**src/rtl/shift_pkg.sv**
```systemverilog
package shift_pkg;
  localparam int unsigned WORD_W = 24;
  localparam int unsigned CNT_W  = 6;
  localparam int unsigned PAIR_W = 2 * WORD_W;

  typedef struct packed {
    logic right;
    logic arith;
    logic dbl;
  } shift_ctl_t;
endpackage

```
**src/rtl/shift_step.sv**
```systemverilog
module shift_step
  import shift_pkg::*;
#(
  parameter int unsigned W = WORD_W
) (
  input  shift_ctl_t   ctl,
  input  logic [W-1:0] a_cur,
  input  logic [W-1:0] b_cur,
  output logic [W-1:0] a_nxt,
  output logic [W-1:0] b_nxt
);
  localparam int unsigned PW = 2 * W;

  logic [PW-1:0] pair;
  logic [PW-1:0] pair_mv;
  logic [W-1:0]  single_mv;
  logic          sign;

  assign pair = {a_cur, b_cur};
  assign sign = a_cur[W-1];

  always_comb begin
    if (ctl.right) begin
      pair_mv   = {(ctl.arith ? sign : pair[0]), pair[PW-1:1]};
      single_mv = {(ctl.arith ? sign : a_cur[0]), a_cur[W-1:1]};
    end else begin
      pair_mv   = {pair[PW-2:0], (ctl.arith ? 1'b0 : pair[PW-1])};
      single_mv = {a_cur[W-2:0], (ctl.arith ? 1'b0 : a_cur[W-1])};
    end
  end

  always_comb begin
    if (ctl.dbl) begin
      a_nxt = pair_mv[PW-1:W];
      b_nxt = pair_mv[W-1:0];
    end else begin
      a_nxt = single_mv;
      b_nxt = b_cur;
    end
  end
endmodule

```
**src/rtl/shift_count.sv**
```systemverilog
module shift_count #(
  parameter int unsigned CW = 6
) (
  input  logic          clk,
  input  logic          rst_n,
  input  logic          load,
  input  logic [CW-1:0] load_val,
  input  logic          dec,
  output logic [CW-1:0] cnt,
  output logic          zero
);
  logic [CW-1:0] cnt_d;
  logic          cnt_en;

  assign cnt_en = load | dec;
  assign zero   = (cnt == '0);

  always_comb begin
    if (load) cnt_d = load_val;
    else      cnt_d = cnt - 1'b1;
  end

  always_ff @(posedge clk or negedge rst_n) begin
    if (!rst_n)      cnt <= '0;
    else if (cnt_en) cnt <= cnt_d;
  end

  AST_COUNT_STEP: assert property (@(posedge clk) disable iff (!rst_n)
    (dec && !load) |=> (cnt == $past(cnt) - 1'b1));
endmodule

```
**src/rtl/acc_shift_unit.sv**
```systemverilog
module acc_shift_unit
  import shift_pkg::*;
#(
  parameter int unsigned W  = WORD_W,
  parameter int unsigned CW = CNT_W
) (
  input  logic          clk,
  input  logic          rst_n,
  input  logic          start,
  input  logic          op_right,
  input  logic          op_arith,
  input  logic          op_dbl,
  input  logic [CW-1:0] count,
  input  logic [W-1:0]  a_in,
  input  logic [W-1:0]  b_in,
  output logic [W-1:0]  a_out,
  output logic [W-1:0]  b_out,
  output logic          busy,
  output logic          done
);
  shift_ctl_t    ctl_q, ctl_d;
  logic [W-1:0]  a_q, a_d, b_q, b_d;
  logic [W-1:0]  a_step, b_step;
  logic          busy_q, busy_d, done_q, done_d;
  logic          accept, stepping, cnt_zero;
  logic [CW-1:0] cnt;
  logic          data_en, ctl_en;

  assign accept   = start & ~busy_q;
  assign stepping = busy_q & ~cnt_zero;
  assign data_en  = accept | stepping;
  assign ctl_en   = accept;

  shift_count #(.CW(CW)) i_cnt (
    .clk      (clk),
    .rst_n    (rst_n),
    .load     (accept),
    .load_val (count),
    .dec      (stepping),
    .cnt      (cnt),
    .zero     (cnt_zero)
  );

  shift_step #(.W(W)) i_step (
    .ctl   (ctl_q),
    .a_cur (a_q),
    .b_cur (b_q),
    .a_nxt (a_step),
    .b_nxt (b_step)
  );

  always_comb begin
    ctl_d  = '{right: op_right, arith: op_arith, dbl: op_dbl};
    a_d    = accept ? a_in : a_step;
    b_d    = accept ? b_in : b_step;
    busy_d = accept | (busy_q & ~cnt_zero);
    done_d = busy_q & cnt_zero;
  end

  always_ff @(posedge clk or negedge rst_n) begin
    if (!rst_n) begin
      a_q <= '0;
      b_q <= '0;
    end else if (data_en) begin
      a_q <= a_d;
      b_q <= b_d;
    end
  end

  always_ff @(posedge clk or negedge rst_n) begin
    if (!rst_n)      ctl_q <= '0;
    else if (ctl_en) ctl_q <= ctl_d;
  end

  always_ff @(posedge clk or negedge rst_n) begin
    if (!rst_n) begin
      busy_q <= 1'b0;
      done_q <= 1'b0;
    end else begin
      busy_q <= busy_d;
      done_q <= done_d;
    end
  end

  assign a_out = a_q;
  assign b_out = b_q;
  assign busy  = busy_q;
  assign done  = done_q;

  AST_DONE_PULSE: assert property (@(posedge clk) disable iff (!rst_n)
    done |=> !done);
  AST_B_KEPT_SINGLE: assert property (@(posedge clk) disable iff (!rst_n)
    (busy && !ctl_q.dbl && !cnt_zero) |=> $stable(b_out));
  AST_SIGN_KEPT: assert property (@(posedge clk) disable iff (!rst_n)
    (busy && ctl_q.arith && ctl_q.right && !cnt_zero) |=> $stable(a_out[W-1]));
  AST_ZERO_COUNT: assert property (@(posedge clk) disable iff (!rst_n)
    (start && !busy && count == '0) |=> busy ##1 (done && !busy));
  AST_START_IGNORED: assert property (@(posedge clk) disable iff (!rst_n)
    (busy && start) |=> $stable(ctl_q));
  AST_DONE_AFTER_BUSY: assert property (@(posedge clk) disable iff (!rst_n)
    done |-> $past(busy));
endmodule

```
**config.mk**
```make
export PLATFORM = sky130hd
export DESIGN_NAME = acc_shift_unit
export DESIGN_NICKNAME = d
export VERILOG_FILES = /design/src/rtl/shift_pkg.sv /design/src/rtl/shift_step.sv /design/src/rtl/shift_count.sv /design/src/rtl/acc_shift_unit.sv
export SDC_FILE = /design/constraint.sdc
export NUM_CORES = 1
export LEC_CHECK = 0
export ABC_AREA = 1
export BUFFER_PORTS_ARGS = -buffer_cell sky130_fd_sc_hd__buf_2
export CAP_MARGIN = 20
export CORE_MARGIN = 2
export CORE_UTILIZATION = 45
export DETAILED_ROUTE_END_ITERATION = 10
export PLACE_DENSITY_LB_ADDON = 0.15
export SLEW_MARGIN = 20
export SYNTH_ARGS = -nofsm -noshare
export SYNTH_HDL_FRONTEND = slang
export SYNTH_SLANG_ARGS = --single-unit
```
**constraint.sdc**
```tcl
create_clock -name clk -period 3.23 [get_ports clk]
set_input_delay 0.646 -clock clk [delete_from_list [all_inputs] [get_ports clk]]
set_output_delay 0.646 -clock clk [all_outputs]
set_load 0.02 [all_outputs]
```
## Word-level counts from Yosys, hierarchy flattened

Index checks and enable logic that the tools add are counted.

- Flip-flop bits (word level): 59
- Word-level logic and storage cells: 31

- Eq/ne operators: 1
- Mux-type cells: 10
- $add $sub $neg: 1
- Reduce and logical (&&, ||, !) cells: 4
- Bitwise operators: 6

Operator list:

| kind | count |
|---|---|
| $mux 24 | 5 |
| $mux 48 | 1 |
| $logic_not 6->1 | 1 |
| $mux 6 | 1 |
| $sub 6x1->6 const B | 1 |
| $reduce_and 2->1 | 2 |
| $and 1x1->1 | 3 |
| $mux 1 | 3 |
| $ne 3x2->1 const B | 1 |
| $not 1->1 | 2 |
| $reduce_bool 2->1 | 1 |
| $or 1x1->1 | 1 |

## Logic depth before layout (Yosys ltp)

Gate-level depths: netlist (run 1).

- Depth in word-level cells: 5
- Mapped depth: 10

## Hierarchy

A second synthesis (run 1) with hierarchy kept.

- Cell total of the unflattened synthesis: 699
- Area, all modules: 4257.8 µm²

Modules (own cells, without submodules):

| module | area an instance (µm²) | times used | seq. area each (µm²) | cells an instance |
|---|---|---|---|---|
| acc_shift_unit | 2919.0 | 1 | 1326.3 | 433 |
| shift_step | 929.6 | 1 | 0.0 | 216 |
| shift_count | 409.1 | 1 | 150.1 | 50 |

## Worst setup path after synthesis (run 1)

OpenSTA, ideal clock, no wires.

- Path type: register to register
- Start point: register i_cnt.cnt[0]
- End point: register a_q[15] (netlist: a_out[15])
- Data arrival time: 1397 ps
- Data required time: 3112 ps
- Cell stages (with the launch flop): 11
- Clock period less this slack: 1516 ps
- Slack: 1714 ps
- Path through: dfrtp_1 -> inv_1 -> ha_1 -> inv_1 -> nor2_1 -> nand3_4 -> nand2_4 -> inv_4 -> buf_6 -> nand2_2 -> o21ai_2

- Word-level cells in the longest chain between the ends: 4

Ends and longest elaborated chain:

| element | RTL line | RTL |
|---|---|---|
| start, declared | shift_count.sv:9 | `output logic [CW-1:0] cnt,` |
| start signal, assigned | shift_count.sv:25 | `else if (cnt_en) cnt <= cnt_d;` |
| $logic_not 6->1 | shift_count.sv:16 | `assign zero = (cnt == '0);` |
| $not 1->1 | acc_shift_unit.sv:30 | `assign stepping = busy_q & ~cnt_zero;` |
| $and 1x1->1 | acc_shift_unit.sv:30 |  |
| $or 1x1->1 | acc_shift_unit.sv:31 | `assign data_en = accept \| stepping;` |
| end signal, assigned | acc_shift_unit.sv:62 | `a_q <= '0;` |
| end signal, assigned | acc_shift_unit.sv:65 | `a_q <= a_d;` |
| end, declared | acc_shift_unit.sv:22 | `logic [W-1:0] a_q, a_d, b_q, b_d;` |

No other way between the ends.
A chain may end at the register's enable or synchronous reset.

## Worst setup path in the final report (run 1)

- Start point: register i_cnt.cnt[0]
- End point: register a_q[11] (netlist: a_out[11])

The elaborated chain is that of the path after synthesis.

==> metrics.md, run 1 <==
| Metric | Value |
|---|---|
| Number of nets in the synthesized netlist | `578` |
| Crit path max fanout | `34` |
| Maximum single-stage delay on the critical path | `380 ps` |
| Ranking of synthesized cells by instance count | `nand2_1, dfrtp_1, o21ai_0` |
| Number of H-tree branching levels | `3` |
| Fraction of synthesized cell area taken by the top area cell type | `41.61%` |
| Post-cts resize count | `0` |
| Worst supply voltage drop on vdd | `0.5355 mV` |
| Number of setup buffers added after CTS | `0` |
| Area of placed instances | `4069 µm²` |
| Unrepaired setup endpoints after global routing | `false` |
| Half-perimeter wire length of the detailed placement result | `5963 µm` |
| Vert. Die Dim | `92.80 µm` |
| Gr usage total | `22.13%` |
| Critical Path End Type | `flip-flop` |
| P&R area growth vs syn | `21.05%` |
| Number of iterations in the first detailed-routing pass | `4` |
| Largest delay contributor family on the critical path | `simple AND/OR/NAND/NOR gates` |
| Worst path required time | `3430 ps` |
| Kind of start point of the critical path | `flip-flop` |
| Max Clock Freq | `512.5 MHz` |
| TritonCTS clock tree | `built` |
| Commonest register cell after synthesis | `dfrtp_1` |
| Fin Clk Skew | `7.349 ps` |
| TritonCTS Buffers | `9` |
| First-pass GRT wire length | `15460 µm` |
| Post-synthesis async set-or-reset flop share | `100.0%` |
| Count of nets left with antenna violations after detail routing | `0` |
| Die footprint | `8612 µm²` |
| Proportion of synthesized chip area in sequential cells | `41.61%` |
| Final Instance Area | `4295 µm²` |
| Post-Syn Instances | `516` |
| Beginning of the worst register-to-register path | `i_cnt.cnt[0]$_DFFE_PN0P_` |
| Endpoint arrival time on the critical path | `2150 ps` |
| Number of diodes added for antenna fixing | `0` |
| Number of buffer cells added on primary ports | `109` |
| Clock transition at the registers of the reported paths | `60 ps` |
| Die extent in x | `92.80 µm` |
| DRC | `0` |
| Syn_area_per_cell | `6.877 µm²` |
| Outcome | `completed` |
| Via/cell ratio | `4.901` |
| Worst path buffer plus inverter count | `3` |
| 1st-iter DRT viols | `198` |
| Flop and latch count out of synthesis | `59` |
| Total number of vias | `3509` |
| Synth area leader | `dfrtp_1` |
| Top cells by area, synth | `dfrtp_1, nand2_1, o21ai_0` |
| Final count of pins violating max slew | `0` |
| Total congestion overflow | `0` |
| Post-synth cell types | `27` |
| Slowest stage cell, crit path | `dfrtp_1` |
| Tcrit/Tclk final | `60.41%` |
| Library cell used as clock root buffer | `clkbuf_8` |
| Reg2Reg Depth | `9` |
| Power per unit of standard cell area | `1094 nW/µm²` |
| Post-layout nets | `671` |
| Number of enable-type register cells in the synthesized netlist | `0` |
| Total I/O pin count | `110` |
| Initial Util | `46.16%` |
| Maximum buffer depth of the clock tree | `2` |
| Critical Path Most Common Cell | `inv_1` |
| Final Hold Vio Count | `0` |
| Via count of the first global-routing pass | `3326` |
| Proportion of layout cells with a drive suffix above 1 | `24.92%` |
| Max Cap Violations | `0` |
| Worst slew margin relative to its limit | `48.97%` |
| Routed Wire Length | `9013 µm` |
| Number of setup violations in the final report | `0` |
| Most numerous cell in the Yosys netlist | `nand2_1` |
| Critical-path cell list | `inv_1 -> ha_1 -> inv_1 -> nor2_1 -> nand3_4 -> nand2_4 -> inv_4 -> nand2_1 -> o21ai_2` |
| Number of antenna violations at the first check in global routing | `0` |
| Clock latency on the worst-skew pair | `320 ps` |
| Slew @ Worst Pin | `764.3 ps` |
| Kind of critical path | `reg -> reg` |
| Core area | `7687 µm²` |
| Routed length per instance | `12.59 µm` |
| Synth Warn # | `0` |
| # rows | `32` |
| Weighted congestion reported at the end of routability-driven placement | `0.8279` |
| Hold bufs inserted after CTS | `0` |
| Pleak | `2.311 nW` |
| Worst setup path startpoint | `i_cnt.cnt[0]$_DFFE_PN0P_` |
| Time the worst path needs with I/O delays and setup | `1951 ps` |
| Post-synthesis instance area | `3548 µm²` |
| Setup tns final | `0 ps` |
| Count of cell instances traversed by the critical path | `9` |
| Worst Hold Class | `in -> async` |
| Worst hold margin | `383.5 ps` |
| Sinks on Clock Net | `59` |
| Largest net degree at the start of global routing | `63` |
[metal layers]
layer	track usage [%]	wire length [µm]	vias to the layer above
met5	0	0	-
met4	7.353	98	0
met3	3.417	441	8
met2	34.60	3982	85
met1	31.43	4490	1600
li1	-	-	1816
[area by class of cell]
type	count	area, µm²
clock inverter	5	75.07
fill	814	3392
multi-input combinational	399	1772
tap	102	127.6
sequential	59	1478
clock buffer	11	151.4
timing repair buffer	113	588.1
inverter	27	103.9
[state kept, by name, summed over array words and instances, names as in the netlist]
name	count
b_out	24
a_out	24
i_cnt.cnt	6
ctl_q	3
done	1
busy	1
[metrics by stage]
step / worst slack (ps) / std cells / power [mW] / utilization [%]
floorplan: 1714 / 516 / 3.370 / -
global placement: 1261 / 700 / 3.898 / 52.93
detailed placement: 1224 / 700 / 3.967 / 52.93
CTS: 1235 / 716 / 4.744 / 55.88
global route: 1110 / 716 / 5.190 / 55.88
finish: 1279 / 716 / 4.699 / 55.88
[worst register-to-register path, delay by kind of cell, from the launching register on]
family / cells / cell delay [ps]
AND/OR/NAND/NOR: 4 / 740
buffers and inverters: 3 / 480
flip-flops: 1 / 380
adder cells (fa/ha/maj): 1 / 190
AO/OA/AOI/OAI: 1 / 50
[path summary, 6_finish.rpt]
| kind | slack [ps] | end |
|---|---|---|
| worst max-delay path | 1280 | a_out[11]$_DFFE_PN0P_ |
| worst min-delay path | 380 | a_out[12]$_DFFE_PN0P_ |
| worst max register to register | 1280 | a_out[11]$_DFFE_PN0P_ |
| worst min register to register | 510 | a_out[4]$_DFFE_PN0P_ |
| max in group asynchronous | 2230 | b_out[17]$_DFFE_PN0P_ |
| min in group clk | 510 | a_out[4]$_DFFE_PN0P_ |
[cells in the final DEF (no fill, tap or decap), types with 2 or more instances in the layout]
cell,count
nand2_1,253
buf_2,109
dfrtp_1,58
o21ai_0,46
nor2_1,36
a31oi_1,23
inv_1,22
clkbuf_8,11
nand3_1,7
o21ai_2,7
o21ai_1,5
inv_2,4
a21oi_1,3
nand4_1,3
nand2_2,3
clkinv_2,3
buf_4,3
nor2_4,2
nand3_4,2
nand2_4,2
ha_1,2
bufinv_16,2
[where the power goes]
part           internal (mW)  total, mW  switching, mW
combinational          0.847       2.52           1.67
sequential              1.10       1.42          0.319
clock                  0.473      0.762          0.290
total                   2.42       4.70           2.28
[cell families (layout without fill, tap and decap cells)]
family | Yosys count | after routing | synth area share [%]
and+or+nand+nor | 312 | 312 | 35.58
AOI/OAI and AO/OA | 84 | 84 | 13.40
adders and majority gates | 2 | 2 | 0.7051
buffers and inverters | 58 | 156 | 8.462
DFF | 59 | 59 | 41.61
xor gates and xnor gates | 1 | 1 | 0.2469
No activity file was read; power rests on OpenSTA's default activity.
==> run 2: changes to the inputs <==
==> constraint.sdc (replaced) <==
create_clock -name clk -period 1.62 [get_ports clk]
set_input_delay 0.324 -clock clk [delete_from_list [all_inputs] [get_ports clk]]
set_output_delay 0.324 -clock clk [all_outputs]
set_load 0.02 [all_outputs]
==> run 2 against run 1 <==
  * Critical path depth unchanged
  * Routed wire length up 0.97%
  * Via count is 1.5% higher
  * Flip-flop and latch count did not move
  * Design area up 1.8%
  * Register-to-register slack lost 1100 ps
==> metrics.md, run 2 (synthesis gave the netlist of run 1 again) <==
| Metric | Value |
|---|---|
| Outcome | `completed` |
| Sinks on Clock Net | `59 (unchanged)` |
| Count of nets left with antenna violations after detail routing | `0 (unchanged)` |
| Total congestion overflow | `0 (unchanged)` |
| Library cell used as clock root buffer | `clkbuf_8` |
| Total I/O pin count | `110 (unchanged)` |
| Largest delay contributor family on the critical path | `simple AND/OR/NAND/NOR gates` |
| Worst Hold Class | `in -> reg` |
| Share of power burned in registers | `30.7% (+0.5 points)` |
| Number of H-tree branching levels | `3 (unchanged)` |
| Max Clock Freq | `671.6 MHz (+31%)` |
| Clock transition at the registers of the reported paths | `70 ps (about the same)` |
| Worst setup slack after layout | `131.1 ps (-1148 ps)` |
| Commonest cells after routing, fill and taps aside | `nand2_1, buf_2, dfrtp_1` |
| Critical Path End Type | `flip-flop` |
| Tcrit/Tclk final | `91.91% (+31 points)` |
| Fin Clk Skew | `7.093 ps (-0.2563 ps)` |
| Core area | `7687 µm² (unchanged)` |
| Fraction of the core area covered by cells at the end of the flow | `56.90% (+1.0 points)` |
| Kind of critical path | `reg -> reg` |
| Worst path required time | `1840 ps (-1590 ps)` |
| Final count of pins violating max slew | `0 (unchanged)` |
| Via count of the first global-routing pass | `3364 (+1.1%)` |
| Net Sw Power | `4.583 mW (+100%)` |
| Pleak | `2.342 nW (+1.4%)` |
| 1st-iter DRT viols | `171 (-14%)` |
| Total number of vias | `3562 (+1.5%)` |
| Gr usage total | `22.34% (+0.20 points)` |
| Proportion of layout cells with a drive suffix above 1 | `25.64% (+0.72 points)` |
| Kind of start point of the critical path | `flip-flop` |
| Worst slew margin relative to its limit | `73.12% (+24 points)` |
| P&R area growth vs syn | `23.27%` |
| Largest net degree at the start of global routing | `60 (-4.8%)` |
| Clock latency on the worst-skew pair | `340 ps (+20 ps)` |
| Max Cap Violations | `0 (unchanged)` |
| Number of setup buffers added after CTS | `0 (unchanged)` |
| Power per unit of standard cell area | `2129 nW/µm² (+95%)` |
| Number of setup violations in the final report | `0 (unchanged)` |
| Critical Path Most Common Cell | `inv_1` |
| Worst path buffer plus inverter count | `3 (unchanged)` |
| TritonCTS clock tree | `built` |
| Die extent in x | `92.80 µm (unchanged)` |
| PnR Total Power | `9.312 mW (+98%)` |
| # rows | `32 (unchanged)` |
| Worst supply voltage drop on vdd | `0.8983 mV (+68%)` |
| Weighted congestion reported at the end of routability-driven placement | `0.8100 (-2.2%)` |
| Critical-path cell list | `inv_1 -> ha_1 -> inv_1 -> nor2_2 -> nand3_4 -> nand2_4 -> inv_4 -> nand2_1 -> o21ai_2` |
| Setup slack at placement | `54.60 ps (-1169 ps)` |
| Power share of the clock group | `12.8% (-3.4 points)` |
| Number of buffer cells added on primary ports | `109 (unchanged)` |
| Via/cell ratio | `4.906 (+0.11%)` |
| TritonCTS Buffers | `9 (unchanged)` |
| Final Hold Vio Count | `0 (unchanged)` |
| Post-layout nets | `681 (+1.5%)` |
| Leading cell type in the layout, fill and taps excluded | `nand2_1` |
| Number of iterations in the first detailed-routing pass | `4 (unchanged)` |
| Endpoint arrival time on the critical path | `1710 ps (-440 ps)` |
| Slew @ Worst Pin | `403.1 ps (-361.1 ps)` |
| Slowest stage cell, crit path | `dfrtp_1` |
| Initial Util | `46.16% (unchanged)` |
| Total internal power | `4.729 mW (+95%)` |
| Routed length per instance | `12.53 µm (-0.43%)` |
| Switching part of the total power | `49.22% (+0.76 points)` |
| Maximum single-stage delay on the critical path | `380 ps (about the same)` |
| Half-perimeter wire length of the detailed placement result | `6298 µm (+5.6%)` |
| First-pass GRT wire length | `15440 µm (-0.14%)` |
| Crit path max fanout | `34 (unchanged)` |
| Vert. Die Dim | `92.80 µm (unchanged)` |
| Combinational power share | `56.5% (+3.0 points)` |
| Time the worst path needs with I/O delays and setup | `1489 ps (-462.4 ps)` |
| Number of diodes added for antenna fixing | `0 (unchanged)` |
| Number of antenna violations at the first check in global routing | `0 (unchanged)` |
| Final Instance Area | `4374 µm² (+1.8%)` |
| Routed Wire Length | `9100 µm (+0.97%)` |
| Maximum buffer depth of the clock tree | `2 (unchanged)` |
| Area of placed instances | `4187 µm² (+2.9%)` |
| Die footprint | `8612 µm² (unchanged)` |
| DRC | `0 (unchanged)` |
-- run 2: cell count changes in the layout (fill, tap and decap cells not counted), sizes merged --
cell         previous run  this run
clkinv                  3         2
buf                   113       122
clkbuf                 11        14
bufinv                  2         0
dlygate4sd3             0         1
-- run 2: per-layer routing --
layer	GRT usage (%)	part of all wire [%]	wire length (µm)	up-vias
met5	0	0	0	-
met4	7.108	1.7	154	0
met3	5.289	5.5	501	13
met2	35.51	46	4161	96
met1	30.20	47	4282	1616
li1	-	-	-	1837
-- run 2: final timing paths --
path                                     startpoint                    end  slack, ps  cells past startpoint
setup / recovery           i_cnt.cnt[1]$_DFFE_PN0P_   a_out[3]$_DFFE_PN0P_        130                      9
hold / removal                             op_arith   ctl_q[1]$_DFFE_PN0P_        210                      3
setup reg to reg           i_cnt.cnt[1]$_DFFE_PN0P_   a_out[3]$_DFFE_PN0P_        130                      9
hold reg to reg               a_out[12]$_DFFE_PN0P_  a_out[12]$_DFFE_PN0P_        500                      2
max in group asynchronous                     rst_n   ctl_q[2]$_DFFE_PN0P_        810                      3
min in group asynchronous                     rst_n  a_out[12]$_DFFE_PN0P_        520                      3
-- run 2: layout make-up --
cell class                      instances  area (µm²)
Tap cell                              102       127.6
Timing Repair Buffer                  123       715.7
Inverter                               27       106.4
Sequential cell                        59        1478
Fill cell                             802        3313
Clock inverter                          2       10.01
Multi-Input combinational cell        399        1774
Clock buffer                           14       162.7
-- run 2: through the flow --
step / TNS (ps) / hold WS [ps] / instances
6_report: 0 / 206.4 / 726
5_1_grt: -12.71 / 211.1 / 726
4_1_cts: 0 / 194.2 / 726
3_5_place_dp: 0 / 357.9 / 709
3_3_place_gp: 0 / 362.5 / 709
2_1_floorplan: 0 / 28.41 / 516
-- run 2: what timing repair did --
action                                  4_1_cts  5_1_grt
hold buffers                                  1        0
gates resized for setup                       0        3
endpoints found under the hold margin        22        0
endpoints found under the setup margin        0       51
-- run 2: tightest hold or removal path, stage by stage --
cell and delay (ps):
buf_2 70, nand2_1 60, nand2_1 50
-- run 2: power groups by stage --
stage                     combinational, mW  sequential (mW)  clock [mW]
after global placement                 5.14             2.87           0
after floorplan                        3.34             3.38           0
after detailed placement               5.30             2.87           0
after CTS                              5.30             2.86        1.22
final                                  5.26             2.86        1.19
after global routing                   6.03             2.97        1.28
